==> src/rtl/bsram_pkg.sv <==
// Shared definitions for the burst-of-two memory core.
// Assumes: nothing beyond the types declared here.
package bsram_pkg;
    typedef enum logic {
        LAT_TWO   = 1'b0,
        LAT_THREE = 1'b1
    } lat_e;
endpackage

==> src/rtl/bsram_wr_gather.sv <==
// Write gatherer: holds the first beat of a write and its address,
// then presents the complete double-width word for commit in the cycle
// the second beat is on the bus.
// Assumes write commands are at least two cycles apart.
module bsram_wr_gather #(
    parameter int BEAT_W = 18,
    parameter int ADDR_W = 4,
    localparam int WORD_W = 2 * BEAT_W
) (
    input  logic              clk,
    input  logic              rst_n,
    input  logic              wr_en,
    input  logic [ADDR_W-1:0] wr_addr,
    input  logic [BEAT_W-1:0] wr_data,
    output logic              commit,
    output logic [ADDR_W-1:0] commit_addr,
    output logic [WORD_W-1:0] commit_word
);
    logic              second_q;
    logic [ADDR_W-1:0] addr_q;
    logic [BEAT_W-1:0] low_q;

    // Capture the address and first beat when a write is issued.
    always_ff @(posedge clk) begin
        if (!rst_n) begin
            second_q <= 1'b0;
            addr_q   <= '0;
            low_q    <= '0;
        end else begin
            second_q <= wr_en;
            if (wr_en) begin
                addr_q <= wr_addr;
                low_q  <= wr_data;
            end
        end
    end

    // The second beat on the bus forms the high half of the committed word.
    always_comb begin
        commit      = second_q;
        commit_addr = addr_q;
        commit_word = {wr_data, low_q};
    end

    assert_wr_spacing_R4: assert property (@(posedge clk) disable iff (!rst_n)
        second_q |-> !wr_en);

    assert_commit_word_low_R1: assert property (@(posedge clk) disable iff (!rst_n)
        (wr_en && !second_q) |=> (commit && commit_word[BEAT_W-1:0] == $past(wr_data)));
endmodule

==> src/rtl/bsram_array.sv <==
// Word array: one synchronous write port and one combinational read port.
// Assumes the depth is a power of two set by the address width.
module bsram_array #(
    parameter int WORD_W = 36,
    parameter int ADDR_W = 4,
    localparam int DEPTH = 1 << ADDR_W
) (
    input  logic              clk,
    input  logic              we,
    input  logic [ADDR_W-1:0] waddr,
    input  logic [WORD_W-1:0] wdata,
    input  logic [ADDR_W-1:0] raddr,
    output logic [WORD_W-1:0] rdata
);
    logic [WORD_W-1:0] mem [DEPTH];

    // Store a committed word.
    always_ff @(posedge clk) begin
        if (we) mem[waddr] <= wdata;
    end

    // Look up the word at the read address.
    always_comb rdata = mem[raddr];
endmodule

==> src/rtl/bsram_rd_serial.sv <==
// Output serializer: holds one fetched word and drives its low half and
// then its high half on two consecutive cycles, with a valid flag.
// Assumes a new load arrives no sooner than the second beat of the last one.
module bsram_rd_serial #(
    parameter int BEAT_W = 18,
    localparam int WORD_W = 2 * BEAT_W
) (
    input  logic              clk,
    input  logic              rst_n,
    input  logic              load,
    input  logic [WORD_W-1:0] word,
    output logic [BEAT_W-1:0] beat,
    output logic              valid
);
    logic [WORD_W-1:0] word_q;
    logic              active_q;
    logic              high_q;

    // Step through the two beats of each loaded word.
    always_ff @(posedge clk) begin
        if (!rst_n) begin
            word_q   <= '0;
            active_q <= 1'b0;
            high_q   <= 1'b0;
        end else if (load) begin
            word_q   <= word;
            active_q <= 1'b1;
            high_q   <= 1'b0;
        end else if (active_q && !high_q) begin
            high_q <= 1'b1;
        end else begin
            active_q <= 1'b0;
            high_q   <= 1'b0;
        end
    end

    // Select the half of the held word for the current beat.
    always_comb begin
        valid = active_q;
        beat  = high_q ? word_q[WORD_W-1:BEAT_W] : word_q[BEAT_W-1:0];
    end

    assert_burst_second_beat_R4: assert property (@(posedge clk) disable iff (!rst_n)
        (valid && !high_q) |=> valid);

    assert_burst_ends_R4: assert property (@(posedge clk) disable iff (!rst_n)
        (valid && high_q && !load) |=> !valid);

    assert_no_overlap_R4: assert property (@(posedge clk) disable iff (!rst_n)
        (valid && !high_q) |-> !load);
endmodule

==> src/rtl/bsram_core.sv <==
// Burst-of-two separate-port memory core. The array is read in the cycle
// after a read is issued, and a write whose second beat is on the bus in
// that cycle is forwarded. The fetched word then passes through zero or one
// extra stage, chosen by lat_sel, before the serializer.
// Assumes command spacing of two cycles per port and a stable lat_sel
// while a read is outstanding.
module bsram_core
    import bsram_pkg::*;
#(
    parameter int BEAT_W     = 18,
    parameter int BEAT_DEPTH = 32,
    localparam int ADDR_W    = $clog2(BEAT_DEPTH) - 1,
    localparam int WORD_W    = 2 * BEAT_W
) (
    input  logic              clk,
    input  logic              rst_n,
    input  logic              lat_sel,
    input  logic              wr_en,
    input  logic [ADDR_W-1:0] wr_addr,
    input  logic [BEAT_W-1:0] wr_data,
    input  logic              rd_en,
    input  logic [ADDR_W-1:0] rd_addr,
    output logic [BEAT_W-1:0] rd_data,
    output logic              rd_valid
);
    lat_e              lat;
    logic              commit;
    logic [ADDR_W-1:0] commit_addr;
    logic [WORD_W-1:0] commit_word;
    logic [WORD_W-1:0] array_word;
    logic [WORD_W-1:0] fetched;
    logic              ra_v;
    logic [ADDR_W-1:0] ra_addr;
    logic              rb_v;
    logic [WORD_W-1:0] rb_word;
    logic              ser_load;
    logic [WORD_W-1:0] ser_word;

    assign lat = lat_e'(lat_sel);

    bsram_wr_gather #(.BEAT_W(BEAT_W), .ADDR_W(ADDR_W)) u_gather (
        .clk(clk), .rst_n(rst_n), .wr_en(wr_en), .wr_addr(wr_addr),
        .wr_data(wr_data), .commit(commit), .commit_addr(commit_addr),
        .commit_word(commit_word)
    );

    bsram_array #(.WORD_W(WORD_W), .ADDR_W(ADDR_W)) u_array (
        .clk(clk), .we(commit), .waddr(commit_addr), .wdata(commit_word),
        .raddr(ra_addr), .rdata(array_word)
    );

    // Forward a write completing in the fetch cycle to a read of the same word.
    always_comb begin
        fetched = (commit && commit_addr == ra_addr) ? commit_word : array_word;
    end

    // Register the read command, then optionally delay the fetched word.
    always_ff @(posedge clk) begin
        if (!rst_n) begin
            ra_v    <= 1'b0;
            ra_addr <= '0;
            rb_v    <= 1'b0;
            rb_word <= '0;
        end else begin
            ra_v <= rd_en;
            if (rd_en) ra_addr <= rd_addr;
            rb_v <= ra_v && (lat == LAT_THREE);
            if (ra_v) rb_word <= fetched;
        end
    end

    // Feed the serializer from the fetch cycle or from the extra stage.
    always_comb begin
        if (lat == LAT_TWO) begin
            ser_load = ra_v;
            ser_word = fetched;
        end else begin
            ser_load = rb_v;
            ser_word = rb_word;
        end
    end

    bsram_rd_serial #(.BEAT_W(BEAT_W)) u_serial (
        .clk(clk), .rst_n(rst_n), .load(ser_load), .word(ser_word),
        .beat(rd_data), .valid(rd_valid)
    );

    assert_rd_spacing_R4: assert property (@(posedge clk) disable iff (!rst_n)
        ra_v |-> !rd_en);

    assert_lat_stable_R3: assert property (@(posedge clk) disable iff (!rst_n)
        (ra_v || rb_v) |-> $stable(lat_sel));

    assert_latency_two_R2: assert property (@(posedge clk) disable iff (!rst_n)
        ($past(rd_en, 2) && !$past(lat_sel, 2) && $past(rst_n, 1) && $past(rst_n, 2))
        |-> rd_valid);

    assert_latency_three_R3: assert property (@(posedge clk) disable iff (!rst_n)
        ($past(rd_en, 3) && $past(lat_sel, 3) && $past(rst_n, 1) && $past(rst_n, 2)
         && $past(rst_n, 3)) |-> rd_valid);

    assert_reset_quiet_R8: assert property (@(posedge clk)
        !rst_n |=> !rd_valid);
endmodule

==> config.mk <==
export PLATFORM = sky130hd
export DESIGN_NAME = bsram_core
export DESIGN_NICKNAME = d
export VERILOG_FILES = /design/src/rtl/bsram_pkg.sv /design/src/rtl/bsram_wr_gather.sv /design/src/rtl/bsram_array.sv /design/src/rtl/bsram_rd_serial.sv /design/src/rtl/bsram_core.sv
export SDC_FILE = /design/constraint.sdc
export NUM_CORES = 1
export LEC_CHECK = 0
export BUFFER_PORTS_ARGS = -buffer_cell sky130_fd_sc_hd__buf_2
export CAP_MARGIN = 40
export CELL_PAD_IN_SITES_DETAIL_PLACEMENT = 0
export CELL_PAD_IN_SITES_GLOBAL_PLACEMENT = 2
export CORE_MARGIN = 5
export CORE_UTILIZATION = 52
export DETAILED_ROUTE_END_ITERATION = 12
export PLACE_DENSITY_LB_ADDON = 0.1
export SYNTH_ARGS = -nofsm -noshare
export SYNTH_HDL_FRONTEND = slang
export SYNTH_HIERARCHICAL = 1
export SYNTH_SLANG_ARGS = --single-unit
export TNS_END_PERCENT = 20
==> constraint.sdc <==
create_clock -name clk -period 11.3 [get_ports clk]
set_clock_uncertainty 0.2 [all_clocks]
set_input_delay 3.39 -clock clk [delete_from_list [all_inputs] [get_ports clk]]
set_output_delay 3.39 -clock clk [all_outputs]
set_load 0.01 [all_outputs]
==> summary.md <==
| Metric | Value |
|---|---|
| Core area | 0.0513 mm² |
| Drt drc | 0 |
| Final TNS setup | 0 ns |
| WL/cell | 29.9 µm |
| EDFF count, synth | 576 |
| RSZ-0062 raised after global routing | false |
| Final setup viols | 0 |
| Initial antenna violation count | 3 |
| CTS Hold Buffers Added | 0 |
| Post-synth top area share | 64.4% |
| Mapped Nets | 1479 |
| First-pass GRT wire length | 98800 µm |
| Max Cap Viol | 0 |
| DRC marker count from the first detailed-route iteration | 1240 |
| Htree depth | 3 |
| Sequential share of power | 51.8% |
| Total I/O pin count | 50 |
| Maximum VDD drop | 0.000130 V |
| Crit path cell chain | buf_4, mux2_4, buf_2 |
| Max Slew Vio Count | 0 |
| Largest delay share family, worst path | flip-flops |
| Pre-CTS WS | 6.14 ns |
| Final Hold Viols | 0 |
| Total CTS buffers | 71 |
| Largest net degree at the start of global routing | 74 |
| Least-Margin Pin Slew | 0.928 ns |
| Yosys reg bits | 679 |
| Sequential area share after synthesis | 72.0% |
| Crit Path Category | register to output port |
| Syn Area/Cell | 18.6 µm² |
| Layout cells sized above 1 | 27.0% |
| NumNets Final | 1531 |
| Via density | 6.32 |
| Routed wire length | 66900 µm |
| Fill cells | 3878 |
| Min Tclk post-route | 5.80 ns |
| Hold crit path type | register to register |
| Mapped cell area | 0.0269 mm² |
| Sink Count | 679 |
| Power share of the clock group | 41.6% |
| Slowest stage delay, CP | 0.65 ns |
| Crit. End Element | output port |
| Switching part of the total | 21.9% |
| Row Count | 83 |
| Logic pwr share | 6.5% |
| Crit path launch type | register |
| DRT antenna net count | 0 |
| Cells after Synth | 1448 |
| Buf+Inv Stages, Crit Path | 2 |
| Worst path slowest cell | dfxtp_1 |
| P per Cell Area | 179 mW/mm² |
| Internal | 4.21 mW |
| Top cells by count, synth | edfxtp_1, mux4_2, dfxtp_1 |
| Synth cell types | 38 |
| Global-route usage over all layers | 24.1% |
| Initial Utilization | 52.4% |
| Net Switching | 1.18 mW |
| Worst skew pair latency | 0.60 ns |
| Worst slew margin | 38.1% |
| Main synth FF type | edfxtp_1 |
| Die X | 237 µm |
| Async SR Flop Fraction | 0% |
| Clk pin slew, worst setup/hold paths | 0.06 ns |
| I/O Buffers | 49 |
| Placed insts | 2107 |
| Drt first pass iters | 5 |
| HPWL after DPL | 35000 µm |
| Hold_ws | 0.314 ns |
| RePlAce Congestion | 0.708 |
| Max Fclk | 172 MHz |
| Most frequent cell after synthesis | edfxtp_1 |
| Resized cells post-CTS | 0 |
| Root buffer cell | clkbuf_16 |
| CP required | 7.71 ns |
| Status | complete, no violations |
| Die span in y | 237 µm |
| CTS tree | yes |
| Top area cells in the synthesized netlist | edfxtp_1, mux4_2, dfxtp_1, mux2i_1, a22oi_1 |
| Final setup margin | 5.50 ns |
| CTS Buffer Depth | 3 |
| Syn. warnings | 6 |
| Area grow syn2layout | 12.3% |
| Via count | 14139 |
| Vias in the first global route | 14568 |
| Worst-path maximum fanout | 14 |
| N_diodes | 0 |
| Critical path arrival | 2.21 ns |
| Leakage | 9.83 nW |
| Fin cells | 2238 |
| Die Area | 0.0563 mm² |
| Setup Fix Bufs, Post-CTS | 0 |
| Yosys top cell by area | edfxtp_1 |
| Final period util | 51.4% |
| Total grt overflow | 0 |
-- kinds of logic after synthesis --
family | synth area share (%)
AO/OA/AOI/OAI | 5.48
XOR/XNOR | 0.200
flip-flops | 72.0
buffers and inverters | 2.75
multiplexers | 15.3
AND/OR/NAND/NOR | 4.22
-- stage by stage --
stage	power (mW)	util (%)	area [µm²]
2_1_floorplan	3.08	-	26900
6_report	5.39	58.8	30200
5_1_grt	5.58	58.8	30200
3_5_place_dp	3.20	54.4	27900
4_1_cts	5.44	58.8	30200
3_3_place_gp	3.18	53.9	27600
-- worst register-to-register path: stages (launching register included) --
cell     delay [ns]
dfxtp_4        0.69
buf_4          0.69
buf_4          0.56
buf_16         0.29
mux4_2         0.40
a22oi_1        0.25
nand2_1        0.12
o21ai_2        0.08
a31oi_1        0.13
mux2i_1        0.19
nor2b_1        0.06
-- sequential cells by signal, summed over array words and instances (netlist names) --
name / flops
u_array/mem: 576
u_gather/commit: 1
u_gather/low_q: 18
ra_v: 1
rb_v: 1
u_serial/high_q: 1
u_serial/valid: 1
ra_addr: 4
u_gather/commit_addr: 4
rb_word: 36
u_serial/word_q: 36
-- area by class of cell --
type | instances | area, µm² | share of cell area, %
timing repair buffer | 96 | 778 | 2.58
clock inverter | 20 | 161 | 0.535
tap | 680 | 851 | 2.82
clock buffer | 111 | 2090 | 6.93
multi-input combinational | 651 | 6920 | 22.9
sequential | 679 | 19400 | 64.2
inverter | 1 | 3.75 | 0.0124
-- placed cells by master (no fill, tap or decap), drive strengths merged --
cell      count
clkinvlp      2
and3b         1
mux2i        62
edfxtp      576
mux2         19
bufinv        2
nor2b        65
nand2b        2
mux4        144
inv           4
nand4        36
nor3          4
xnor2         4
nand3         2
buf          96
o21ai        72
and2          3
a22oi        72
dfxtp       103
nor2         49
a31oi        72
clkbuf      111
or3b          1
nand2        38
nand3b        2
clkinv       13
o21a          1
and3          2
-- final timing paths --
kind	slack (ns)	to	cells past startpoint	startpoint
worst max-delay path	5.50	rd_data[7]	3	u_serial/high_q
worst min-delay path	0.31	u_serial/word_q[19]	2	u_serial/word_q[19]
worst max register to register	7.52	u_serial/word_q[21]	10	ra_addr[1]
worst min register to register	0.31	u_serial/word_q[19]	2	u_serial/word_q[19]
-- per-layer routing --
metal / track usage (%) / vias up / part of all wire [%]
li1: - / 5996 / -
met1: 35.2 / 7496 / 43
met2: 38.5 / 548 / 48
met3: 3.68 / 97 / 6.9
met4: 6.59 / 2 / 2.0
met5: 0 / - / 0.016
-- power by group through the flow --
stage	combinational, mW	sequential, mW	clock (mW)
floorplan	0.257	2.83	0
finish	0.352	2.79	2.24
CTS	0.353	2.79	2.29
detailed placement	0.352	2.84	0
global placement	0.341	2.84	0
global route	0.377	2.80	2.40
Power figures use the tool's default switching activity.
